<file path="src/rtl/tmu_pkg.sv">
package tmu_pkg;

    localparam int CH_MAX      = 3;
    localparam int LIDX_W      = 3;
    localparam int OUTCTL_WORD = 0;
    localparam int START_WORD  = 1;
    localparam int CH_STRIDE   = 3;
    localparam int CH_FIRST    = 2;

    localparam int REG_RELOAD  = 0;
    localparam int REG_COUNT   = 1;
    localparam int REG_CTRL    = 2;
    localparam int REG_CAPT    = 3;

    localparam int CTRL_IE_BIT   = 5;
    localparam int CTRL_FLAG_BIT = 8;
    localparam int CTRL_PACK_W   = CTRL_FLAG_BIT + 1;

    typedef enum logic [1:0] {
        TGT_NONE,
        TGT_OUTCTL,
        TGT_START,
        TGT_CHAN
    } tgt_e;

    typedef struct packed {
        tgt_e              tgt;
        logic [1:0]        ch;
        logic [LIDX_W-1:0] lidx;
    } decode_t;

    typedef struct packed {
        logic       flag;
        logic       ie;
        logic [2:0] psel;
    } ctrl_t;

    // word index where a channel's register block begins
    function automatic int ch_base_word(input int ch);
        return CH_FIRST + CH_STRIDE * ch;
    endfunction

    function automatic logic [CTRL_PACK_W-1:0] ctrl_pack(input ctrl_t c);
        logic [CTRL_PACK_W-1:0] w;
        w                = '0;
        w[2:0]           = c.psel;
        w[CTRL_IE_BIT]   = c.ie;
        w[CTRL_FLAG_BIT] = c.flag;
        return w;
    endfunction

endpackage

</file>
<file path="src/rtl/tmu_addr_decode.sv">
module tmu_addr_decode
    import tmu_pkg::*;
#(
    parameter int ADDR_W     = 6,
    parameter bit HAS_CH2    = 1'b1,
    parameter bit HAS_OUTCTL = 1'b1
) (
    input  logic [ADDR_W-1:0] addr,
    output decode_t           dec
);

    localparam int WORD_W = ADDR_W - 2;
    localparam int NUM_CH = HAS_CH2 ? CH_MAX : CH_MAX - 1;

    logic [WORD_W-1:0] word;
    logic              aligned;
    logic              hit;

    assign word    = addr[ADDR_W-1:2];
    assign aligned = (addr[1:0] == 2'b00);

    // highest channel base is matched first
    always_comb begin
        dec.tgt  = TGT_NONE;
        dec.ch   = '0;
        dec.lidx = '0;
        hit      = 1'b0;
        if (aligned) begin
            for (int c = CH_MAX - 1; c >= 0; c--) begin
                if (!hit && int'(word) >= ch_base_word(c)) begin
                    hit = 1'b1;
                    if (c < NUM_CH) begin
                        dec.tgt  = TGT_CHAN;
                        dec.ch   = 2'(c);
                        dec.lidx = LIDX_W'(int'(word) - ch_base_word(c));
                    end
                end
            end
            if (!hit) begin
                if (int'(word) == START_WORD) begin
                    dec.tgt = TGT_START;
                end else if (HAS_OUTCTL && int'(word) == OUTCTL_WORD) begin
                    dec.tgt = TGT_OUTCTL;
                end
            end
        end
    end

endmodule

</file>
<file path="src/rtl/tmu_prescaler.sv">
module tmu_prescaler #(
    parameter int PRESC_W    = 10,
    parameter bit EXT_CLK_EN = 1'b1
) (
    input  logic       clk,
    input  logic       rst,
    input  logic       run,
    input  logic [2:0] psel,
    input  logic       ext_tick,
    output logic       tick
);

    logic [PRESC_W-1:0] presc_q;
    logic [PRESC_W-1:0] mask;

    always_ff @(posedge clk) begin
        if (rst) begin
            presc_q <= '0;
        end else if (run) begin
            presc_q <= presc_q + PRESC_W'(1);
        end
    end

    always_comb begin
        mask = (PRESC_W'(1) << (2 * int'(psel) + 2)) - PRESC_W'(1);
        tick = 1'b0;
        case (psel)
            3'd0, 3'd1, 3'd2, 3'd3, 3'd4: tick = run && ((presc_q & mask) == mask);
            3'd6, 3'd7:                   tick = run && ext_tick && EXT_CLK_EN;
            default:                      tick = 1'b0;
        endcase
    end

    // a frozen channel keeps its prescaler phase
    a_r9_presc_hold: assert property (@(posedge clk) disable iff (rst)
        !run |=> $stable(presc_q));

endmodule

</file>
<file path="src/rtl/tmu_channel.sv">
module tmu_channel
    import tmu_pkg::*;
#(
    parameter int DATA_W     = 32,
    parameter int PRESC_W    = 10,
    parameter bit HAS_CAPT   = 1'b0,
    parameter bit EXT_CLK_EN = 1'b1
) (
    input  logic              clk,
    input  logic              rst,
    input  logic              run,
    input  logic              ext_tick,
    input  logic              sel,
    input  logic              wr,
    input  logic [LIDX_W-1:0] lidx,
    input  logic [DATA_W-1:0] wdata,
    output logic [DATA_W-1:0] rdata,
    output logic              irq
);

    ctrl_t             ctrl_q;
    logic [DATA_W-1:0] reload_q;
    logic [DATA_W-1:0] count_q;
    logic [DATA_W-1:0] capt_rd;
    logic              tick;
    logic              uf;
    logic              wr_reload;
    logic              wr_count;
    logic              wr_ctrl;

    assign wr_reload = sel && wr && (lidx == LIDX_W'(REG_RELOAD));
    assign wr_count  = sel && wr && (lidx == LIDX_W'(REG_COUNT));
    assign wr_ctrl   = sel && wr && (lidx == LIDX_W'(REG_CTRL));

    tmu_prescaler #(
        .PRESC_W    (PRESC_W),
        .EXT_CLK_EN (EXT_CLK_EN)
    ) i_presc (
        .clk      (clk),
        .rst      (rst),
        .run      (run),
        .psel     (ctrl_q.psel),
        .ext_tick (ext_tick),
        .tick     (tick)
    );

    assign uf = tick && !wr_count && (count_q == '0);

    always_ff @(posedge clk) begin
        if (rst) begin
            reload_q <= '1;
        end else if (wr_reload) begin
            reload_q <= wdata;
        end
    end

    always_ff @(posedge clk) begin
        if (rst) begin
            count_q <= '1;
        end else if (wr_count) begin
            count_q <= wdata;
        end else if (tick) begin
            count_q <= (count_q == '0) ? reload_q : count_q - DATA_W'(1);
        end
    end

    always_ff @(posedge clk) begin
        if (rst) begin
            ctrl_q <= '0;
        end else if (wr_ctrl) begin
            ctrl_q.psel <= wdata[2:0];
            ctrl_q.ie   <= wdata[CTRL_IE_BIT];
            ctrl_q.flag <= (ctrl_q.flag & wdata[CTRL_FLAG_BIT]) | uf;
        end else if (uf) begin
            ctrl_q.flag <= 1'b1;
        end
    end

    generate
        if (HAS_CAPT) begin : g_capt
            logic [DATA_W-1:0] capt_q;
            logic              wr_capt;
            assign wr_capt = sel && wr && (lidx == LIDX_W'(REG_CAPT));
            always_ff @(posedge clk) begin
                if (rst) begin
                    capt_q <= '0;
                end else if (wr_capt) begin
                    capt_q <= wdata;
                end
            end
            assign capt_rd = capt_q;
        end else begin : g_no_capt
            assign capt_rd = '0;
        end
    endgenerate

    always_comb begin
        case (lidx)
            LIDX_W'(REG_RELOAD): rdata = reload_q;
            LIDX_W'(REG_COUNT):  rdata = count_q;
            LIDX_W'(REG_CTRL):   rdata = DATA_W'(ctrl_pack(ctrl_q));
            LIDX_W'(REG_CAPT):   rdata = capt_rd;
            default:             rdata = '0;
        endcase
    end

    assign irq = ctrl_q.flag & ctrl_q.ie;

    // tick at zero reloads and raises the flag
    a_r7_reload: assert property (@(posedge clk) disable iff (rst)
        (tick && !wr_count && count_q == '0) |=> (count_q == $past(reload_q)) && ctrl_q.flag);

    // tick above zero decrements by exactly one
    a_r6_decrement: assert property (@(posedge clk) disable iff (rst)
        (tick && !wr_count && count_q != '0) |=> count_q == $past(count_q) - DATA_W'(1));

    // frozen channel keeps its count
    a_r9_count_hold: assert property (@(posedge clk) disable iff (rst)
        (!run && !wr_count) |=> $stable(count_q));

    // a control write never raises the flag by itself
    a_r8_no_set_by_write: assert property (@(posedge clk) disable iff (rst)
        (wr_ctrl && !uf && !ctrl_q.flag) |=> !ctrl_q.flag);

endmodule

</file>
<file path="src/rtl/tmu_timer_unit.sv">
module tmu_timer_unit
    import tmu_pkg::*;
#(
    parameter int DATA_W     = 32,
    parameter int ADDR_W     = 6,
    parameter int PRESC_W    = 10,
    parameter bit HAS_CH2    = 1'b1,
    parameter bit HAS_OUTCTL = 1'b1,
    parameter bit EXT_CLK_EN = 1'b1
) (
    input  logic              clk,
    input  logic              rst,
    input  logic              bus_valid,
    input  logic              bus_write,
    input  logic [ADDR_W-1:0] bus_addr,
    input  logic [DATA_W-1:0] bus_wdata,
    output logic [DATA_W-1:0] bus_rdata,
    input  logic              ext_tick,
    output logic [CH_MAX-1:0] irq_o
);

    localparam int NUM_CH = HAS_CH2 ? CH_MAX : CH_MAX - 1;

    decode_t           dec;
    logic [DATA_W-1:0] start_q;
    logic              outctl_q;
    logic [DATA_W-1:0] rdata_q;
    logic [DATA_W-1:0] rd_word;
    logic [DATA_W-1:0] ch_rdata [CH_MAX];
    logic              rd_req;
    logic              wr_req;

    assign rd_req = bus_valid && !bus_write;
    assign wr_req = bus_valid && bus_write;

    tmu_addr_decode #(
        .ADDR_W     (ADDR_W),
        .HAS_CH2    (HAS_CH2),
        .HAS_OUTCTL (HAS_OUTCTL)
    ) i_decode (
        .addr (bus_addr),
        .dec  (dec)
    );

    always_ff @(posedge clk) begin
        if (rst) begin
            start_q <= '0;
        end else if (wr_req && dec.tgt == TGT_START) begin
            start_q <= bus_wdata;
        end
    end

    generate
        if (HAS_OUTCTL) begin : g_outctl
            always_ff @(posedge clk) begin
                if (rst) begin
                    outctl_q <= 1'b0;
                end else if (wr_req && dec.tgt == TGT_OUTCTL) begin
                    outctl_q <= bus_wdata[0];
                end
            end

            // only bit 0 is kept
            a_r2_outctl_bit0: assert property (@(posedge clk) disable iff (rst)
                (wr_req && bus_addr == ADDR_W'(0)) |=> outctl_q == $past(bus_wdata[0]));
        end else begin : g_no_outctl
            assign outctl_q = 1'b0;
        end
    endgenerate

    generate
        for (genvar g = 0; g < CH_MAX; g++) begin : g_ch
            if (g < NUM_CH) begin : g_on
                logic sel;
                assign sel = bus_valid && (dec.tgt == TGT_CHAN) && (dec.ch == 2'(g));
                tmu_channel #(
                    .DATA_W     (DATA_W),
                    .PRESC_W    (PRESC_W),
                    .HAS_CAPT   (g == CH_MAX - 1),
                    .EXT_CLK_EN (EXT_CLK_EN)
                ) i_chan (
                    .clk      (clk),
                    .rst      (rst),
                    .run      (start_q[g]),
                    .ext_tick (ext_tick),
                    .sel      (sel),
                    .wr       (bus_write),
                    .lidx     (dec.lidx),
                    .wdata    (bus_wdata),
                    .rdata    (ch_rdata[g]),
                    .irq      (irq_o[g])
                );
            end else begin : g_off
                assign ch_rdata[g] = '0;
                assign irq_o[g]    = 1'b0;
            end
        end
    endgenerate

    always_comb begin
        rd_word = '0;
        case (dec.tgt)
            TGT_OUTCTL: rd_word = DATA_W'(outctl_q);
            TGT_START:  rd_word = start_q;
            TGT_CHAN: begin
                for (int c = 0; c < CH_MAX; c++) begin
                    if (dec.ch == 2'(c)) rd_word = ch_rdata[c];
                end
            end
            default:    rd_word = '0;
        endcase
    end

    always_ff @(posedge clk) begin
        if (rst) begin
            rdata_q <= '0;
        end else if (rd_req) begin
            rdata_q <= rd_word;
        end
    end

    assign bus_rdata = rdata_q;

    // run register keeps the whole written value
    a_r3_start_store: assert property (@(posedge clk) disable iff (rst)
        (wr_req && bus_addr == ADDR_W'(4)) |=> start_q == $past(bus_wdata));

    // undefined addresses read as zero
    a_r5_undef_zero: assert property (@(posedge clk) disable iff (rst)
        (rd_req && dec.tgt == TGT_NONE) |=> bus_rdata == '0);

    // read data holds between read requests
    a_r11_rdata_hold: assert property (@(posedge clk) disable iff (rst)
        !rd_req |=> $stable(bus_rdata));

endmodule

</file>
<file path="config.mk">
export PLATFORM = sky130hd
export DESIGN_NAME = tmu_timer_unit
export DESIGN_NICKNAME = d
export VERILOG_FILES = /design/src/rtl/tmu_pkg.sv /design/src/rtl/tmu_addr_decode.sv /design/src/rtl/tmu_prescaler.sv /design/src/rtl/tmu_channel.sv /design/src/rtl/tmu_timer_unit.sv
export SDC_FILE = /design/constraint.sdc
export NUM_CORES = 1
export LEC_CHECK = 0
export BUFFER_PORTS_ARGS = -buffer_cell sky130_fd_sc_hd__buf_2
export CAP_MARGIN = 20
export CELL_PAD_IN_SITES_DETAIL_PLACEMENT = 0
export CELL_PAD_IN_SITES_GLOBAL_PLACEMENT = 2
export CORE_UTILIZATION = 37
export DETAILED_ROUTE_END_ITERATION = 7
export PLACE_DENSITY_LB_ADDON = 0.2
export SETUP_SLACK_MARGIN = 0.1
export SLEW_MARGIN = 20
export SYNTH_ARGS = -nofsm -noshare
export SYNTH_HDL_FRONTEND = slang
export SYNTH_SLANG_ARGS = --single-unit
</file>
<file path="constraint.sdc">
create_clock -name clk -period 4.08 [get_ports clk]
set_input_delay 0.408 -clock clk [delete_from_list [all_inputs] [get_ports clk]]
set_output_delay 0.408 -clock clk [all_outputs]
set_load 0.03 [all_outputs]
</file>
Yosys cells after proc, flatten, opt, wreduce, memory -nomap -nowiden --
Cells that the tools add are included.
Word-level totals: bits in registers 334, bits of input ports 43, output and inout port bits 35, logic and storage cells 186
Cells by class: add/sub/neg operators 15, order comparisons 3, equality and inequality tests 30, shift-type cells 3, mux-type cells 38, bitwise logic cells 12, reduce and logical (&&, ||, !) cells 63
Operators by type and width (number):
- 32-bit 2-to-1 mux | 12
- 32-bit case mux with 3 select lines | 3
- 32-bit case mux with 4 select lines | 1
- 32-bit zero test | 3
- 32-bit by 1-bit subtractor with 32-bit output (second input constant) | 3
- 1-bit logical AND | 35
- 10-bit by 1-bit adder with 10-bit output (second input constant) | 3
- 10-bit bitwise AND | 3
- 10-bit equality test | 3
- 1-bit by 5-bit << shifter with 10-bit output (first input constant) | 3
- 10-bit by 2-bit subtractor with 10-bit output (second input constant) | 3
- 7-bit 2-to-1 mux | 4
- 3-bit equality test (second input constant) | 9
- 3-bit by 2-bit equality test with 1-bit output (second input constant) | 8
- 4-bit by 2-bit adder with 5-bit output (second input constant) | 3
- 5-bit OR reduction | 3
- 3-bit by 1-bit equality test with 1-bit output (second input constant) | 4
- 3-bit zero test | 4
- 1-bit 2-to-1 mux | 12
- 2-bit nonzero test | 6
- 1-bit bitwise AND | 6
- 2-bit equality test (second input constant) | 3
- 1-bit zero test | 6
- 2-bit 2-to-1 mux | 3
- other kinds (13) | 21

Longest topological paths before layout --
depth in word-level cells 24, mapped depth 16, depth with buffers taken out 13

Modules after synthesis --
From an unflattened synthesis, not the netlist that was laid out.
Unflattened totals: cell total of the unflattened synthesis 2429, area total of the unflattened synthesis 19789.0 µm²
By module, submodules not included:
- tmu_channel at g_ch[0].g_on.i_chan ... | instances 2, cells an instance 513, area an instance 4289.1 µm², sequential area each 1381.3 µm²
- tmu_channel at g_ch[2].g_on.i_chan | instances 1, cells an instance 696, area an instance 5576.6 µm², sequential area each 2021.9 µm²
- tmu_timer_unit | instances 1, cells an instance 442, area an instance 3544.6 µm², sequential area each 1301.2 µm²
- tmu_prescaler at g_ch[0].g_on.i_chan.i_presc ... | instances 2, cells an instance 80, area an instance 644.4 µm², sequential area each 200.2 µm²
- tmu_prescaler at g_ch[2].g_on.i_chan.i_presc | instances 1, cells an instance 82, area an instance 643.1 µm², sequential area each 200.2 µm²
- tmu_addr_decode | instances 1, cells an instance 23, area an instance 157.7 µm², sequential area each 0.0 µm²

Least setup slack after synthesis --
OpenSTA, ideal clock, no wires.
kind reg-to-reg, from reg, netlist name g_ch[2].g_on.i_chan.ctrl_q[2], to reg g_ch[2].g_on.i_chan.count_q[12], setup time 0.122 ns, data arrival time 3.269 ns, data required time 3.958 ns, setup slack 0.689 ns, cell stages (with the launch flop) 16, buffers on the path 3, period minus slack after synthesis 3.391 ns, path through dfxtp_1 clkbuf_1 inv_1 ha_1 clkbuf_1 nor2b_1 nand2b_1 ha_1 nor2b_1 a2111oi_0 nand2_1 o41ai_1 and2_1 buf_2 a21oi_1 a221o_1
Between the ends: cells in the longest elaborated chain, start to end 8, elaborated cells between the ends (all ways) 17, classes of those cells 2 x add/sub; 7 x eq/ne; 1 x shift; 1 x mux; 1 x bitwise; 5 x reduce/logical
Ends and longest elaborated chain:
- 4-bit by 2-bit adder with 5-bit output | line tmu_prescaler.sv:25 | mask = (PRESC_W'(1) << (2 * int'(psel) + 2)) - PRESC_W'(1);
- 1-bit by 5-bit << shifter with 10-bit output | line tmu_prescaler.sv:25
- 10-bit by 2-bit subtractor with 10-bit output | line tmu_prescaler.sv:25
- 10-bit bitwise AND | line tmu_prescaler.sv:28 | 3'd0, 3'd1, 3'd2, 3'd3, 3'd4: tick = run && ((presc_q & mask) == mask);
- 10-bit equality test | line tmu_prescaler.sv:28
- 1-bit logical AND | line tmu_prescaler.sv:28
- 1-bit case mux with 2 select lines * | line tmu_prescaler.sv:27 | case (psel)
- 2-bit nonzero test (no line) *
- to (signal assigned) | line tmu_channel.sv:61 | count_q <= wdata;
- to (signal assigned) | line tmu_channel.sv:63 | count_q <= (count_q == '0) ? reload_q : count_q - DATA_W'(1);
- to (decl) | line tmu_channel.sv:23 | logic [DATA_W-1:0] count_q;
Every way passes the cells marked *; elsewhere a longest branch is shown, timed or not. A chain may end at the register's enable or synchronous reset.

Worst setup path after layout --
from reg, netlist name g_ch[0].g_on.i_chan.ctrl_q[2], to reg g_ch[0].g_on.i_chan.count_q[13]
Between the ends: cells in the longest elaborated chain, start to end 8, elaborated cells between the ends (all ways) 17, classes of those cells 2 x add/sub; 7 x eq/ne; 1 x shift; 1 x mux; 1 x bitwise; 5 x reduce/logical
Ends and longest elaborated chain (line):
- 4-bit by 2-bit adder with 5-bit output | tmu_prescaler.sv:25
- 1-bit by 5-bit << shifter with 10-bit output | tmu_prescaler.sv:25
- 10-bit by 2-bit subtractor with 10-bit output | tmu_prescaler.sv:25
- 10-bit bitwise AND | tmu_prescaler.sv:28
- 10-bit equality test | tmu_prescaler.sv:28
- 1-bit logical AND | tmu_prescaler.sv:28
- 1-bit case mux with 2 select lines * | tmu_prescaler.sv:27
- 2-bit nonzero test (no line) *
- to (signal assigned) | tmu_channel.sv:61
- to (signal assigned) | tmu_channel.sv:63
- to (decl) | tmu_channel.sv:23
Marks and branches as above.

==> summary.txt <==
Run status
  – Outcome: complete, no violations

Timing
  – Worst Slack Setup Final: 0.406 ns
  – Crit path time final: 3.67 ns
  – Final hold violation count: 0
  – Slew HR: 34.4%
  – Worst-Margin Slew: 0.975 ns
  – Fmax: 272 MHz
  – Setup Viol. Count Final: 0
  – Final Skew: 0.0211 ns
  – Tcrit/Tclk final: 90.1%
  – Unrepaired setup endpoints after global routing: false
  – Slew Viols, Final: 0
  – Setup TNS: 0 ns

Synth
  – Mapped cell area: 18,700 um2
  – EDFF count, synth: 0
  – Mapped Avg Cell Area: 7.33 um2
  – Asr flop ratio synth: 0%
  – Mapped Cells: 2,553
  – Unique masters post-synth: 91
  – YS warnings: 0
  – Ys flop type: dfxtp_1
  – Synth Net Count: 2,618
  – Seq/Total Area, Yosys: 35.7%
  – Yosys reg bits: 334

Placement
  – # port buffers: 77
  – GPL Wtd Cong: 0.910
  – Pre-CTS setup slack: 0.373 ns
  – HPWL after DPL: 52,800 um
  – Placed Cells: 3,149

Power and ir drop
  – Total power: 7840 uW
  – VDD IR max: 0.254 mV
  – Pwr per Cell Area: 371 nW/um2
  – P_leak: 0.00831 uW

Final layout
  – Share of cells above drive strength 1: 10.8%
  – Commonest non-fill, non-tap cell in the layout: nand2_1
  – Most frequent cells in the layout: nand2_1 (468), dfxtp_1 (333), a21oi_1 (306), nor2_1 (198), nand3_1 (138)
  – Synth-to-Final Area Change: 12.7%
  – Fillers: 5,189
  – Final cell count without fillers: 3,227
  – # nets final: 2,585

Clock tree
  – Num CTS Buffers: 41
  – Clock sinks: 334
  – PostCTS Resize Cnt: 0
  – Worst-skew pair later-pin latency: 0.58 ns
  – CTS Root Cell: clkbuf_16
  – Setup bufs post-CTS: 0
  – Max clock buf depth: 3
  – H-tree levels: 2
  – CTS tree: yes
  – Reg clk slew, reported paths: 0.07 ns
  – Cts-stage hold buffer count: 0

Route
  – Routed Antenna Nets: 0
  – Iteration-0 DRC Markers: 1,980
  – Final WL: 78,700 um
  – Drc violations: 0
  – Via count of the routed design: 19,692
  – Vias/cell: 6.10
  – Routed wire per std cell: 24.4 um
  – Drt pass-1 iters: 7

Die
  – Top-Level Pins: 78
  – Horizontal die dimension: 227 um
  – Floorplan die height: 227 um
  – Core ar.: 50,100 um2
  – Row Count: 82
  – Initial Util: 37.4%
  – Die area: 51,500 um2

GRT
  – Number of global-route vias before repair: 18,148
  – Total congestion overflow: 0
  – Initial antenna violation count: 4
  – Largest net degree at the start of global routing: 110
  – First-pass GRT wire length: 118,000 um
  – All-Layer GR Usage: 30.4%

Critical path
  – Setup CP Type: flop to flop
  – Element type at the critical path start: flop
  – Crit-path max FO: 25
  – Arrival time at the worst endpoint: 4.14 ns
  – Setup crit end kind: flop
  – Required time of the worst setup path: 4.55 ns

Run
  – Max_cap viols: 0

Worst hold path
  – Worst hold-check path type: input port to flop
==> synthesized netlist by cell type, types with 12 or more instances <==
master / instances / area share (%)
clkbuf_2: 18 / 0.48
nand2_1: 468 / 9.4
o22a_1: 22 / 1.0
buf_2: 27 / 0.72
nand3_1: 138 / 3.7
a31oi_1: 38 / 1.3
a211oi_1: 35 / 1.4
o21ai_0: 100 / 2.7
xor2_1: 23 / 1.1
clkbuf_1: 166 / 3.3
nor2_1: 203 / 4.1
nor3_1: 51 / 1.4
inv_1: 38 / 0.76
a22oi_1: 50 / 2.0
o21bai_1: 13 / 0.52
ha_1: 22 / 1.5
or3_1: 16 / 0.53
buf_4: 13 / 0.52
o211ai_1: 20 / 0.80
mux2i_1: 20 / 1.1
a21o_1: 15 / 0.60
o31ai_1: 29 / 1.2
xnor2_1: 12 / 0.56
and3_1: 17 / 0.57
nor4_1: 25 / 0.84
a221o_1: 40 / 2.1
a21oi_1: 306 / 8.2
nand4_1: 22 / 0.73
dfxtp_1: 334 / 36
o21ai_1: 58 / 1.6
a22o_1: 28 / 1.3
==> kinds of logic (layout without fill, tap and decap cells) <==
kind of cell | count (synthesis) | after routing | share of synthesized area, %
other | 0 | 2 | 0
buffers and inverters | 270 | 270 | 6.13
DFF | 334 | 334 | 35.7
xor gates and xnor gates | 35 | 35 | 1.64
AOI/OAI and AO/OA | 845 | 845 | 29.1
and+or+nand+nor | 1025 | 1025 | 24.8
adders and majority gates | 22 | 22 | 1.47
muxes | 22 | 22 | 1.19
==> worst max-delay path, stage by stage (launching register included) <==
cell	delay, ns
dfxtp_1	0.58
inv_1	0.11
ha_1	0.38
nand2_1	0.09
ha_1	0.26
a21bo_1	0.24
a222oi_1	0.35
a211oi_1	0.13
o31a_1	0.49
nor2_2	0.28
buf_12	0.22
a21oi_1	0.09
a221o_1	0.33
==> routing by layer <==
metal	up-vias	share of wire [%]	track usage [%]
met4	0	2.0	8.29
met3	89	7.5	3.56
met1	9663	45	43.5
li1	9136	-	-
met5	-	0	0
met2	804	45	47.9
==> sequential cells by signal, summed over array words and instances, names as in the netlist <==
name and cells:
outctl_q 1, g_ch.g_on.i_chan.reload_q 96, g_ch.g_on.i_chan.ctrl_q 15, g_ch.g_on.i_chan.capt_rd 32
start_q 32, g_ch.g_on.i_chan.count_q 96, bus_rdata 32, g_ch.g_on.i_chan.i_presc.presc_q 30
==> metrics by stage <==
| stage | hold WS [ns] | util [%] | instance area (um2) |
|---|---|---|---|
| final | 0.204 | 42.2 | 21100 |
| after detailed placement | 0.447 | 39.4 | 19800 |
| after CTS | 0.182 | 42.1 | 21100 |
| after floorplan | 0.436 | - | 18700 |
| after global placement | 0.442 | 39.4 | 19700 |
| after global routing | 0.206 | 42.1 | 21100 |
==> final timing paths <==
kind	startpoint	end	slack, ns	cells past startpoint
max	g_ch[0].g_on.i_chan.ctrl_q[2]	g_ch[0].g_on.i_chan.count_q[13]	0.41	12
min	bus_wdata[14]	start_q[14]	0.20	3
max reg2reg	g_ch[0].g_on.i_chan.ctrl_q[2]	g_ch[0].g_on.i_chan.count_q[13]	0.41	12
min reg2reg	start_q[3]	start_q[3]	0.46	2
==> where the power goes <==
group | total (uW) | leakage (uW) | internal, uW | switching, uW
combinational | 777 | 0.00494 | 216 | 561
clock | 3730 | 0.000671 | 2160 | 1570
sequential | 3330 | 0.00270 | 3300 | 36.6
==> area by class of cell <==
type                    instances  area (um2)  area share, %
repair buffers                155        1100           5.22
clock inverters                15         106          0.504
flip-flops and latches        334        6690           31.7
well taps                     672         841           3.98
inverters                      39         149          0.705
diodes                          2        5.00         0.0237
clock buffers                  61        1230           5.85
multi-input cells            1949       11000           52.0
Power figures use the tool's default switching activity.
